File: src/rtl/cbt_pkg.sv
package cbt_pkg;
  localparam int CTRL_ADDR = 0;
  localparam int ESEL_ADDR = 1;
  localparam int FLAG_ADDR = 2;
  localparam int CNT_ADDR  = 3;
  localparam int CAP_BASE  = 4;

  localparam int BIT_BUF  = 0;
  localparam int BIT_LAT  = 1;
  localparam int BIT_FM   = 2;
  localparam int BIT_SAT  = 3;
  localparam int BIT_LCMD = 4;

  typedef enum logic [1:0] {
    EDGE_OFF  = 2'b00,
    EDGE_RISE = 2'b01,
    EDGE_FALL = 2'b10,
    EDGE_ANY  = 2'b11
  } edge_sel_e;

  function automatic logic edge_hit(input logic [1:0] sel, input logic prev, input logic cur);
    case (edge_sel_e'(sel))
      EDGE_RISE: edge_hit = !prev && cur;
      EDGE_FALL: edge_hit = prev && !cur;
      EDGE_ANY:  edge_hit = prev ^ cur;
      default:   edge_hit = 1'b0;
    endcase
  endfunction
endpackage

File: src/rtl/cbt_edge_det.sv
module cbt_edge_det
  import cbt_pkg::*;
(
  input  logic       clk,
  input  logic       rst_n,
  input  logic       pin,
  input  logic [1:0] sel,
  output logic       hit
);
  logic s1_q, s2_q, prev_q;

  always_ff @(posedge clk or negedge rst_n) begin
    if (!rst_n) begin
      s1_q   <= 1'b0;
      s2_q   <= 1'b0;
      prev_q <= 1'b0;
    end else begin
      s1_q   <= pin;
      s2_q   <= s1_q;
      prev_q <= s2_q;
    end
  end

  assign hit = edge_hit(sel, prev_q, s2_q);
endmodule

File: src/rtl/cbt_channel.sv
module cbt_channel #(
  parameter int CW = 16,
  parameter int PW = 8
) (
  input  logic          clk,
  input  logic          rst_n,
  input  logic          hit,
  input  logic [CW-1:0] cnt,
  input  logic          queue,
  input  logic          latch_go,
  input  logic          sat,
  output logic [CW-1:0] cap,
  output logic [CW-1:0] cap_hold,
  output logic [PW-1:0] pacc,
  output logic [PW-1:0] pacc_hold,
  output logic          hold_load
);
  localparam logic [PW-1:0] PMAX = {PW{1'b1}};

  logic full_q;

  function automatic logic [PW-1:0] pacc_step(input logic [PW-1:0] v, input logic s);
    if (s && v == PMAX) pacc_step = v;
    else                pacc_step = v + PW'(1);
  endfunction

  assign hold_load = queue && hit && full_q;

  always_ff @(posedge clk or negedge rst_n) begin
    if (!rst_n) full_q <= 1'b0;
    else if (!queue) full_q <= 1'b0;
    else if (hit) full_q <= 1'b1;
  end

  always_ff @(posedge clk or negedge rst_n) begin
    if (!rst_n) begin
      cap      <= '0;
      cap_hold <= '0;
    end else begin
      if (hold_load || latch_go) cap_hold <= cap;
      if (hit) cap <= cnt;
    end
  end

  always_ff @(posedge clk or negedge rst_n) begin
    if (!rst_n) begin
      pacc      <= '0;
      pacc_hold <= '0;
    end else if (latch_go) begin
      pacc_hold <= pacc;
      pacc      <= hit ? PW'(1) : '0;
    end else if (hit) begin
      pacc <= pacc_step(pacc, sat);
    end
  end
endmodule

File: src/rtl/cbt_regs.sv
module cbt_regs
  import cbt_pkg::*;
#(
  parameter int NCH = 4,
  parameter int CW  = 16,
  parameter int PW  = 8,
  parameter int AW  = 5
) (
  input  logic                    clk,
  input  logic                    rst_n,
  input  logic                    wr_en,
  input  logic [AW-1:0]           addr,
  input  logic [CW-1:0]           wdata,
  input  logic [NCH-1:0]          flag_set,
  input  logic [CW-1:0]           cnt,
  input  logic [NCH-1:0][CW-1:0]  cap,
  input  logic [NCH-1:0][CW-1:0]  cap_hold,
  input  logic [NCH-1:0][PW-1:0]  pacc,
  input  logic [NCH-1:0][PW-1:0]  pacc_hold,
  output logic                    buf_en,
  output logic                    latch_mode,
  output logic                    flag_mode,
  output logic                    sat_mode,
  output logic [2*NCH-1:0]        esel,
  output logic [NCH-1:0]          flags,
  output logic                    latch_go,
  output logic [CW-1:0]           rdata
);
  localparam int HOLD_BASE = CAP_BASE + NCH;
  localparam int PACC_BASE = CAP_BASE + 2 * NCH;
  localparam int PHLD_BASE = CAP_BASE + 3 * NCH;

  logic wr_ctrl, wr_esel, wr_flag;
  logic [NCH-1:0] flag_clr;

  assign wr_ctrl  = wr_en && addr == AW'(CTRL_ADDR);
  assign wr_esel  = wr_en && addr == AW'(ESEL_ADDR);
  assign wr_flag  = wr_en && addr == AW'(FLAG_ADDR);
  assign latch_go = wr_ctrl && wdata[BIT_LCMD] && buf_en && latch_mode;
  assign flag_clr = wr_flag ? wdata[NCH-1:0] : '0;

  always_ff @(posedge clk or negedge rst_n) begin
    if (!rst_n) begin
      buf_en     <= 1'b0;
      latch_mode <= 1'b0;
      flag_mode  <= 1'b0;
      sat_mode   <= 1'b0;
      esel       <= '0;
      flags      <= '0;
    end else begin
      if (wr_ctrl) begin
        buf_en     <= wdata[BIT_BUF];
        latch_mode <= wdata[BIT_LAT];
        flag_mode  <= wdata[BIT_FM];
        sat_mode   <= wdata[BIT_SAT];
      end
      if (wr_esel) esel <= wdata[2*NCH-1:0];
      flags <= (flags & ~flag_clr) | flag_set;
    end
  end

  always_comb begin
    rdata = '0;
    if (addr == AW'(CTRL_ADDR)) begin
      rdata[BIT_BUF] = buf_en;
      rdata[BIT_LAT] = latch_mode;
      rdata[BIT_FM]  = flag_mode;
      rdata[BIT_SAT] = sat_mode;
    end
    if (addr == AW'(ESEL_ADDR)) rdata[2*NCH-1:0] = esel;
    if (addr == AW'(FLAG_ADDR)) rdata[NCH-1:0] = flags;
    if (addr == AW'(CNT_ADDR))  rdata = cnt;
    for (int i = 0; i < NCH; i++) begin
      if (addr == AW'(CAP_BASE + i))  rdata = cap[i];
      if (addr == AW'(HOLD_BASE + i)) rdata = cap_hold[i];
      if (addr == AW'(PACC_BASE + i)) rdata = CW'(pacc[i]);
      if (addr == AW'(PHLD_BASE + i)) rdata = CW'(pacc_hold[i]);
    end
  end
endmodule

File: src/rtl/cap_buf_timer.sv
module cap_buf_timer
  import cbt_pkg::*;
#(
  parameter int NCH = 4,
  parameter int CW  = 16,
  parameter int PW  = 8,
  parameter int AW  = 5
) (
  input  logic           clk,
  input  logic           rst_n,
  input  logic [NCH-1:0] pin_in,
  input  logic           wr_en,
  input  logic [AW-1:0]  addr,
  input  logic [CW-1:0]  wdata,
  output logic [CW-1:0]  rdata
);
  logic [CW-1:0]          cnt_q;
  logic                   buf_en, latch_mode, flag_mode, sat_mode, latch_go;
  logic                   queue_on;
  logic [2*NCH-1:0]       esel;
  logic [NCH-1:0]         flags, hit, hold_load, flag_set;
  logic [NCH-1:0][CW-1:0] cap, cap_hold;
  logic [NCH-1:0][PW-1:0] pacc, pacc_hold;

  assign queue_on = buf_en && !latch_mode;

  always_ff @(posedge clk or negedge rst_n) begin
    if (!rst_n) cnt_q <= '0;
    else        cnt_q <= cnt_q + CW'(1);
  end

  for (genvar i = 0; i < NCH; i++) begin : g_ch
    cbt_edge_det u_edge (
      .clk(clk), .rst_n(rst_n), .pin(pin_in[i]),
      .sel(esel[2*i+1:2*i]), .hit(hit[i])
    );
    cbt_channel #(.CW(CW), .PW(PW)) u_chan (
      .clk(clk), .rst_n(rst_n), .hit(hit[i]), .cnt(cnt_q),
      .queue(queue_on), .latch_go(latch_go), .sat(sat_mode),
      .cap(cap[i]), .cap_hold(cap_hold[i]), .pacc(pacc[i]),
      .pacc_hold(pacc_hold[i]), .hold_load(hold_load[i])
    );
    assign flag_set[i] = (flag_mode && queue_on) ? hold_load[i] : hit[i];
  end

  cbt_regs #(.NCH(NCH), .CW(CW), .PW(PW), .AW(AW)) u_regs (
    .clk(clk), .rst_n(rst_n), .wr_en(wr_en), .addr(addr), .wdata(wdata),
    .flag_set(flag_set), .cnt(cnt_q), .cap(cap), .cap_hold(cap_hold),
    .pacc(pacc), .pacc_hold(pacc_hold), .buf_en(buf_en),
    .latch_mode(latch_mode), .flag_mode(flag_mode), .sat_mode(sat_mode),
    .esel(esel), .flags(flags), .latch_go(latch_go), .rdata(rdata)
  );
endmodule

File: config.mk
export PLATFORM = sky130hd
export DESIGN_NAME = cap_buf_timer
export DESIGN_NICKNAME = d
export VERILOG_FILES = /design/src/rtl/cbt_pkg.sv /design/src/rtl/cbt_edge_det.sv /design/src/rtl/cbt_channel.sv /design/src/rtl/cbt_regs.sv /design/src/rtl/cap_buf_timer.sv
export SDC_FILE = /design/constraint.sdc
export NUM_CORES = 1
export LEC_CHECK = 0
export ABC_AREA = 1
export BUFFER_PORTS_ARGS = -buffer_cell sky130_fd_sc_hd__buf_2
export CAP_MARGIN = 20
export CORE_ASPECT_RATIO = 0.6
export CORE_MARGIN = 4
export CORE_UTILIZATION = 47
export CTS_CLUSTER_DIAMETER = 60
export DETAILED_ROUTE_END_ITERATION = 12
export GPL_TIMING_DRIVEN = 0
export PLACE_DENSITY_LB_ADDON = 0.12
export SYNTH_ARGS = -nofsm -noshare
export SYNTH_HDL_FRONTEND = slang
export SYNTH_HIERARCHICAL = 1
export SYNTH_SLANG_ARGS = --single-unit
File: constraint.sdc
create_clock -name clk -period 2.59 [get_ports clk]
set_input_delay 0.259 -clock clk [delete_from_list [all_inputs] [get_ports clk]]
set_output_delay 0.259 -clock clk [all_outputs]
set_load 0.03 [all_outputs]
Word-level counts from Yosys, hierarchy flattened

Cells that the tools add are included.

Register bits: 240

Equality and inequality tests: 43
Mux-type cells: 53
Reductions and logical operators: 50
Bitwise operators: 7
Add/sub/neg operators: 5

Operator list:

| cell                                                                    | count |
|---|---|
| 16-bit two-way mux                                                      | 17 |
| 8-bit two-way mux                                                       | 13 |
| 5-bit by 4-bit == test with 1-bit output, second input constant         | 8 |
| 8-bit by 1-bit adder with 8-bit output, second input constant           | 4 |
| 8-bit == test, second input constant                                    | 4 |
| 1-bit logical AND                                                       | 28 |
| 5-bit by 3-bit == test with 1-bit output, second input constant         | 4 |
| 5-bit == test, second input constant                                    | 4 |
| 16-bit by 1-bit adder with 16-bit output, second input constant         | 1 |
| 2-bit == test, second input constant                                    | 8 |
| 1-bit two-way mux                                                       | 16 |
| 4-bit two-way mux                                                       | 3 |
| 1-bit case mux with 3 select lines                                      | 4 |
| 5-bit by 2-bit == test with 1-bit output, second input constant         | 2 |
| 2-bit by 1-bit inequality test with 1-bit output, second input constant | 5 |
| 1-bit logical NOT                                                       | 9 |
| 2-bit by 1-bit == test with 1-bit output, second input constant         | 4 |
| 2-bit AND reduction                                                     | 4 |
| 2-bit nonzero test                                                      | 4 |
| 2-bit inequality test, second input constant                            | 3 |
| 5-bit by 1-bit == test with 1-bit output, second input constant         | 1 |
| 5-bit logical NOT                                                       | 1 |
| 4-bit AND                                                               | 1 |
| 1-bit logical OR                                                        | 4 |
| other kinds (3)                                                         | 6 |

Logic depth before layout (Yosys ltp)

Gate-level depths: netlist (run 1).

Word-level depth: 21
Mapped depth: 15
Gate-level depth less buffers: 15

Cells and area by module

Netlist (run 1), hierarchy kept.

Modules (own cells, without submodules):

| module        | sequential area each (um^2) | instances | cells each | area each (um^2) |
|---|---|---|---|---|
| cbt_channel   | 1,226.2                     | 4         | 217        | 2,089.5 |
| cbt_regs      | 400.4                       | 1         | 466        | 2,547.4 |
| cap_buf_timer | 400.4                       | 1         | 103        | 834.6 |
| cbt_edge_det  | 75.1                        | 4         | 14         | 138.9 |

Least setup slack after synthesis (run 1)

No wires, ideal clock.

Path type: in2reg
From: input port addr[2]
To: register g_ch[0].u_chan.cap_hold[11]
Data arrival time: 2.680 ns
Path slack: -0.214 ns
Library setup time: 0.125 ns
Stages on the path: 7
Path buffers: 1
Required time: 2.465 ns
Cell sequence: nor2_1 > buf_2 > nand4_1 > nor2_1 > inv_2 > nand2_4 > mux2_2

Word-level cells in the longest chain between the ends: 6

Ends and longest elaborated chain:

| item                            | RTL line            | RTL |
|---|---|---|
| start, declared                 | cap_buf_timer.sv:13 | `input logic [AW-1:0] addr,` |
| 5-bit logical NOT               | cbt_regs.sv:36      | `assign wr_ctrl = wr_en && addr == AW'(CTRL_ADDR);` |
| 1-bit logical AND               | cbt_regs.sv:36      |  |
| 1-bit logical AND (3 in series) | cbt_regs.sv:39      | `assign latch_go = wr_ctrl && wdata[BIT_LCMD] && buf_en && latch_mode;` |
| via latch_go                    | cap_buf_timer.sv:18 | `logic buf_en, latch_mode, flag_mode, sat_mode, latch_go;` |
| 1-bit logical OR                | cbt_channel.sv:40   | `if (hold_load \|\| latch_go) cap_hold <= cap;` |
| end signal, assigned            | cbt_channel.sv:40   |  |
| end, declared                   | cbt_channel.sv:13   | `output logic [CW-1:0] cap_hold,` |

The timed path passes the listed nets, and every way through them passes these cells.
A chain may end at the register's enable or synchronous reset.

Worst setup path in the final report (run 1)

From: register u_regs.esel[7]
To: output port rdata[7]

Word-level cells in the longest chain between the ends: 18

Ends and longest elaborated chain:

| item                   | RTL line            | RTL |
|---|---|---|
| start, declared        | cbt_regs.sv:24      | `output logic [2*NCH-1:0] esel,` |
| start signal, assigned | cbt_regs.sv:57      | `if (wr_esel) esel <= wdata[2*NCH-1:0];` |
| 8-bit two-way mux      | cbt_regs.sv:70      | `if (addr == AW'(ESEL_ADDR)) rdata[2*NCH-1:0] = esel;` |
| 16-bit two-way mux     | cbt_regs.sv:72      | `if (addr == AW'(CNT_ADDR)) rdata = cnt;` |
| 16-bit two-way mux     | cbt_regs.sv:74      | `if (addr == AW'(CAP_BASE + i)) rdata = cap[i];` |
| 16-bit two-way mux     | cbt_regs.sv:75      | `if (addr == AW'(HOLD_BASE + i)) rdata = cap_hold[i];` |
| 16-bit two-way mux     | cbt_regs.sv:76      | `if (addr == AW'(PACC_BASE + i)) rdata = CW'(pacc[i]);` |
| 16-bit two-way mux     | cbt_regs.sv:77      | `if (addr == AW'(PHLD_BASE + i)) rdata = CW'(pacc_hold[i]);` |
| 16-bit two-way mux     | cbt_regs.sv:74      |  |
| 16-bit two-way mux     | cbt_regs.sv:75      |  |
| [... 2 more ...]       | --                  |  |
| 16-bit two-way mux     | cbt_regs.sv:74      |  |
| 16-bit two-way mux     | cbt_regs.sv:75      |  |
| 16-bit two-way mux     | cbt_regs.sv:76      |  |
| 16-bit two-way mux     | cbt_regs.sv:77      |  |
| 16-bit two-way mux     | cbt_regs.sv:74      |  |
| 16-bit two-way mux     | cbt_regs.sv:75      |  |
| 16-bit two-way mux     | cbt_regs.sv:76      |  |
| 16-bit two-way mux     | cbt_regs.sv:77      |  |
| end, declared          | cap_buf_timer.sv:15 | `output logic [CW-1:0] rdata` |

Every way passes these cells.

==> results of run 1 <==
==> area by class of cell <==
cell class | count | area [µm²]
fill | 2412 | 11400
buffer | 41 | 295
inverter | 167 | 627
tap | 352 | 440
multi-input combinational | 1046 | 5440
clock inverter | 12 | 153
clock buffer | 32 | 702
sequential | 240 | 6020
timing repair buffer | 62 | 475
==> critical path, stage by stage, from the launching register on <==
cell and delay [ps]:
dfrtp_1 430, nand2_1 90, nand2_1 60, a21oi_2 110, nand4_1 180, nand2_1 130
nand4_1 100, nand2_1 80, nand4_1 200, nor2_1 170, nand4_1 170, buf_6 190
==> cells in the final DEF (no fill, tap or decap), types with 12 or more instances in the layout <==
| master | count |
|---|---|
| a21oi_1 | 19 |
| a21oi_2 | 38 |
| buf_2 | 37 |
| buf_4 | 16 |
| buf_6 | 19 |
| clkbuf_1 | 17 |
| clkbuf_16 | 25 |
| dfrtp_1 | 229 |
| ha_1 | 13 |
| inv_1 | 158 |
| mux2_2 | 24 |
| nand2_1 | 491 |
| nand2_2 | 14 |
| nand2_4 | 12 |
| nand3_1 | 76 |
| nand4_1 | 49 |
| nor2_1 | 106 |
| nor2_2 | 18 |
| nor2_4 | 17 |
| o21ai_0 | 82 |
==> layer usage <==
metal	part of all wire, %	wire (µm)	vias up	track usage (%)
li1	-	-	4992	-
met1	51	17900	5085	39.3
met2	40	14200	333	32.8
met3	8.4	2960	29	5.72
met4	1.1	391	0	3.57
met5	0	0	-	0
==> what timing repair did <==
item | CTS | global route
hold buffers | 9 | 0
endpoints found under the hold margin | 55 | 0
pin swaps | 5 | 6
setup endpoints to repair | 5 | 103
cloned | 0 | 1
gates resized for setup | 15 | 23
setup buffers | 7 | 8
==> metrics by stage <==
step                      area, µm²  std cells  utilization, %  hold slack [ps]  total power (µW)
after floorplan               12300       1493               -            -36.6              5280
after global placement        12900       1880            50.6              333              5770
after detailed placement      13000       1883            50.9              188              5820
after CTS                     14000       1943            55.0             10.0              9650
after global routing          14100       1952            55.5             20.9             10100
final                         14100       1952            55.5             28.2              9610
==> kinds of logic (layout without fill, tap and decap cells) <==
family	Yosys count	in the layout	synth area share, %
adders and majority gates	13	13	1.32
muxes	24	24	2.20
and+or+nand+nor	813	814	29.8
buffers and inverters	208	314	7.47
AOI/OAI and AO/OA	188	188	9.83
DFF	240	240	48.8
xor gates and xnor gates	7	7	0.499
==> power by group <==
| part | internal [µW] | switching [µW] | total, µW |
|---|---|---|---|
| Clock | 2220 | 1560 | 3780 |
| Sequential | 4120 | 346 | 4470 |
| Combinational | 425 | 935 | 1360 |
| Total | 6760 | 2840 | 9610 |
==> synthesized netlist by cell type, types with 13 or more instances <==
master | number | area [µm²]
nor2_4 | 14 | 158
a21oi_1 | 21 | 105
nand4_1 | 49 | 307
nand3_1 | 77 | 385
a21oi_2 | 36 | 315
buf_6 | 17 | 191
nor2_1 | 115 | 432
nand2_1 | 494 | 1850
inv_1 | 158 | 593
mux2_2 | 24 | 270
clkbuf_1 | 18 | 67.6
ha_1 | 13 | 163
o21ai_0 | 82 | 410
dfrtp_1 | 240 | 6010
==> flip-flops by register name, summed over array words and instances, names as in the netlist <==
signal	flops
g_ch.u_chan/pacc_hold	32
u_regs/buf_en	1
g_ch.u_chan/full_q	4
u_regs/flags	4
u_regs/esel	8
g_ch.u_edge/s2_q	4
cnt_q	16
g_ch.u_edge/s1_q	4
g_ch.u_chan/cap	64
g_ch.u_chan/pacc	32
g_ch.u_chan/cap_hold	64
u_regs/latch_mode	1
u_regs/flag_mode	1
u_regs/sat_mode	1
g_ch.u_edge/prev_q	4
==> how the worst max path moves through the flow <==
| stage | start | end | cells after the start |
|---|---|---|---|
| after global routing | u_regs/esel[3] | rdata[3] | 13 |
| after CTS | u_regs/esel[7] | rdata[7] | 11 |
| after global placement | rst_n | g_ch[3].u_chan/cap[12] | 1 |
| after floorplan | addr[2] | g_ch[0].u_chan/cap_hold[11] | 7 |
| final | u_regs/esel[7] | rdata[7] | 11 |
| after detailed placement | addr[2] | g_ch[0].u_chan/cap_hold[11] | 8 |
==> impl_metrics.toml, run 1 <==
[global_route]
grt_pass1_vias = 9557
grt_max_degree = 100
grtUsageTotal_pct = 24.1
grt_pass1_wl_um = 55500
antenna_found_initial = 0
grt_overflow = 0

[job]
maxCapViolCount = 0

[sta]
fmax_mhz = 370
timing.final.ws_setup_ps = -115
post-route-period-util_pct = 104
maxSlewViolCount = 0
final_hold_viol_count = 0
slew_headroom_pct = 35.7
rsz0062_at_grt = "yes"
tightest_slew_ps = 964
period_minus_slack_ps = 2700
setup_tns_ps = -190
final.setup_skew_ps = 14.4
final-setup-viol-count = 3

[synthesis]
syn_inst = 1493
synth_seq_cells = 240
synth_cell_types = 40
netlist_area_mm2 = 0.0123
ys_async_sr_fraction_pct = 100
synth_area_per_cell_um2 = 8.24
yosysWarningCount = 6
synth_flop_cell = "dfrtp_1"
syn_nets = 1534
yosysSeqAreaShare_pct = 48.8
synth_edf_count = 0

[final_layout]
nets = 1624
layout-drive-gt1-share_pct = 18.1
antenna_cells = 0
area_delta_synth_final_pct = 15.1

[place]
io_buffers = 35
detailed_place_hpwl_um = 25000
pre_cts_ws_ps = -433
gp_congestion = 0.901

[cts]
clockBufferDepth = 3
clock-root-buffer = "clkbuf_16"
clkLatencyLatePin_ps = 540
clk_pin_slew_worst_paths_ps = 60
cts_buffers = 25
cts_tree = "built"
htree_levels = 1
cts_sinks = 240

[setup_path]
end_kind = "output pin"
ff2ff_path_depth = 9
r2r_slack_ps = 250
startpoint_type = "flop"
crit_type = "reg2out"
worstPathMaxFanout = 5
arrival_ps = 2450
required_ps = 2330
r2r-start = "g_ch[2].u_edge/s2_q"
reg2reg_to = "g_ch[2].u_chan/pacc[4]"

[die]
ioPinCount = 44
rows = 45
die_h_um = 133
initial_utilization_pct = 48.2
core_area_mm2 = 0.0255
die-area_mm2 = 0.0289
die_w_um = 217

[drt]
remaining_drc_errors = 0
wirelength_um = 35400
drtIter0Drc = 1089
wl_per_cell_um = 18.1
vias_per_cell = 5.35
vias = 10400
drt_pass1_iterations = 8
ant_nets = 0

[status]
status = "finished with violations"
violations = "negative setup slack"

[hold_path]
hold-path-cell-count = 3
worstHoldStart = "wdata[2]"
worstHoldPathType = "in2reg"
hold_end = "u_regs/esel[2]"

[power]
leakage_uw = 0.00658
vdd_ir_drop_max_v = 0.000379
power.density_mw_per_mm2 = 679
No activity file was read; power rests on OpenSTA's default activity.
==> run 2: changes to the inputs <==
--- a/config.mk
+++ b/config.mk
@@ -14,7 +14,7 @@
 export CTS_CLUSTER_DIAMETER = 60
 export DETAILED_ROUTE_END_ITERATION = 12
 export GPL_TIMING_DRIVEN = 0
-export PLACE_DENSITY_LB_ADDON = 0.12
+export PLACE_DENSITY = 0.65
 export SYNTH_ARGS = -nofsm -noshare
 export SYNTH_HDL_FRONTEND = slang
 export SYNTH_HIERARCHICAL = 1
==> run 2 against run 1 <==
Against the previous run:
- the run now ends clean
- first-iteration DRC count rose by 5.5%
- sequential share of layout area decreased by 0.073 points
- non-clock buffer count rose by 3
- critical path type is now reg2reg
- largest power group unchanged
==> impl_metrics.toml, run 2 (synthesized netlist as in run 1, its figures left out) <==
[cts]
clockBufferDepth = 3
cts_sinks = 240
htree_levels = 1
clkLatencyLatePin_ps = 540
cts_buffers = 24
cts_tree = "built"
clk_pin_slew_worst_paths_ps = 60
clock-root-buffer = "clkbuf_16"

[final_layout]
nets = 1626
multi_input_area_mm2 = 0.00546
area_delta_synth_final_pct = 15.2
fill_cells = 2380
final_cell_mix = "nand2_1 (488), dfrtp_1 (230), inv_1 (158)"
layout-drive-gt1-share_pct = 18.1
antenna_cells = 0
layout_commonest_cell = "nand2_1"
register_area_mm2 = 0.00602
top_regs = "g_ch.u_chan/cap x64, g_ch.u_chan/cap_hold x64"

[power]
power.density_mw_per_mm2 = 675
leakage_uw = 0.00659
p_total_uw = 9570
vdd_ir_drop_max_v = 0.000473

[status]
status = "completed"

[place]
pre_cts_ws_ps = -434
detailed_place_hpwl_um = 24500
gp_congestion = 0.886
io_buffers = 35

[sta]
period_minus_slack_ps = 2560
final-setup-viol-count = 0
tightest_slew_ps = 1120
final_hold_viol_count = 0
fmax_mhz = 390
post-route-period-util_pct = 99.0
rsz0062_at_grt = "yes"
timing.final.ws_setup_ps = 26.2
slew_headroom_pct = 25.1
final.setup_skew_ps = 16.4
maxSlewViolCount = 0

[setup_path]
required_ps = 3010
startpoint_type = "flop"
end_kind = "flop"
worstPathMaxFanout = 13
arrival_ps = 2990
crit_type = "reg2reg"

[drt]
drtIter0Drc = 1149
vias = 10400
remaining_drc_errors = 0
ant_nets = 0
wl_per_cell_um = 17.8
wirelength_um = 34700
vias_per_cell = 5.34
drt_pass1_iterations = 5

[global_route]
grt_max_degree = 99
grt_overflow = 0
grt_pass1_wl_um = 54600
antenna_found_initial = 0
grt_pass1_vias = 9634
grtUsageTotal_pct = 23.7

[die]
die_w_um = 217
die-area_mm2 = 0.0289
ioPinCount = 44
rows = 45
core_area_mm2 = 0.0255
die_h_um = 133
initial_utilization_pct = 48.2

[hold_path]
worstHoldPathType = "in2reg"

[job]
maxCapViolCount = 0
run 2: cell count changes in the layout (fill, tap and decap cells not counted), sizes merged:
cell | previous run | this run
bufinv | 3 | 2
clkinv | 7 | 2
buf | 76 | 78
clkbuf | 50 | 57
clkinvlp | 1 | 0
run 2: metal layers:
metal	global-route usage, %	wire length, µm	up-vias
met4	4.80	759	0
met2	32.3	13600	357
met5	0	0	-
met3	6.25	3190	49
met1	37.8	17200	5053
li1	-	-	4974
run 2: area by class of cell:
class | count | area share, %
plain buffers | 41 | 2.08
well taps | 352 | 3.11
inverters | 167 | 4.42
clock inverters | 5 | 0.556
multi-input cells | 1046 | 38.5
repair buffers | 65 | 3.43
clock buffers | 38 | 5.40
flip-flops and latches | 240 | 42.5
run 2: worst max-delay path, cell delays in order (launching register included):
cell and delay [ps]:
dfrtp_1 400, inv_1 50, nor2_1 840, nand3_1 480, nand2_4 310, mux2_2 360
run 2: what timing repair did:
action                                 in CTS  in global routing
endpoints found under the hold margin      59                  0
pin swaps                                   1                 12
gates cloned                                0                  1
setup endpoints to repair                   4                120
hold buffers                                9                  0
buffers inserted                            3                 15
gates resized for setup                    10                 33
run 2: final timing paths:
| check | endpoint | from | slack [ps] | depth (start not counted) |
|---|---|---|---|---|
| max | g_ch[3].u_chan/cap_hold[14] | u_regs/buf_en | 30 | 5 |
| min | u_regs/flag_mode | wdata[2] | 30 | 3 |
| max reg2reg | g_ch[3].u_chan/cap_hold[14] | u_regs/buf_en | 30 | 5 |
| min reg2reg | g_ch[3].u_edge/s2_q | g_ch[3].u_edge/s1_q | 350 | 0 |
| max in group asynchronous | g_ch[1].u_chan/cap[13] | rst_n | 1090 | 4 |
| min in group asynchronous | g_ch[1].u_edge/s2_q | rst_n | 210 | 2 |
run 2: through the flow:
step,cells,instance area (µm²),utilization [%],hold WS (ps),TNS (ps)
6_report,1954,14200,55.6,28.4,0
5_1_grt,1954,14200,55.6,15.6,-297
3_3_place_gp,1880,12900,50.6,334,-851480
4_1_cts,1938,14000,54.8,12.5,0
2_1_floorplan,1493,12300,-,-36.6,0
3_5_place_dp,1883,13000,50.9,204,-42680
run 2: power by group:
part	switching, µW	internal [µW]
Sequential	345	4120
Clock	1510	2220
Combinational	932	434
Total	2790	6770
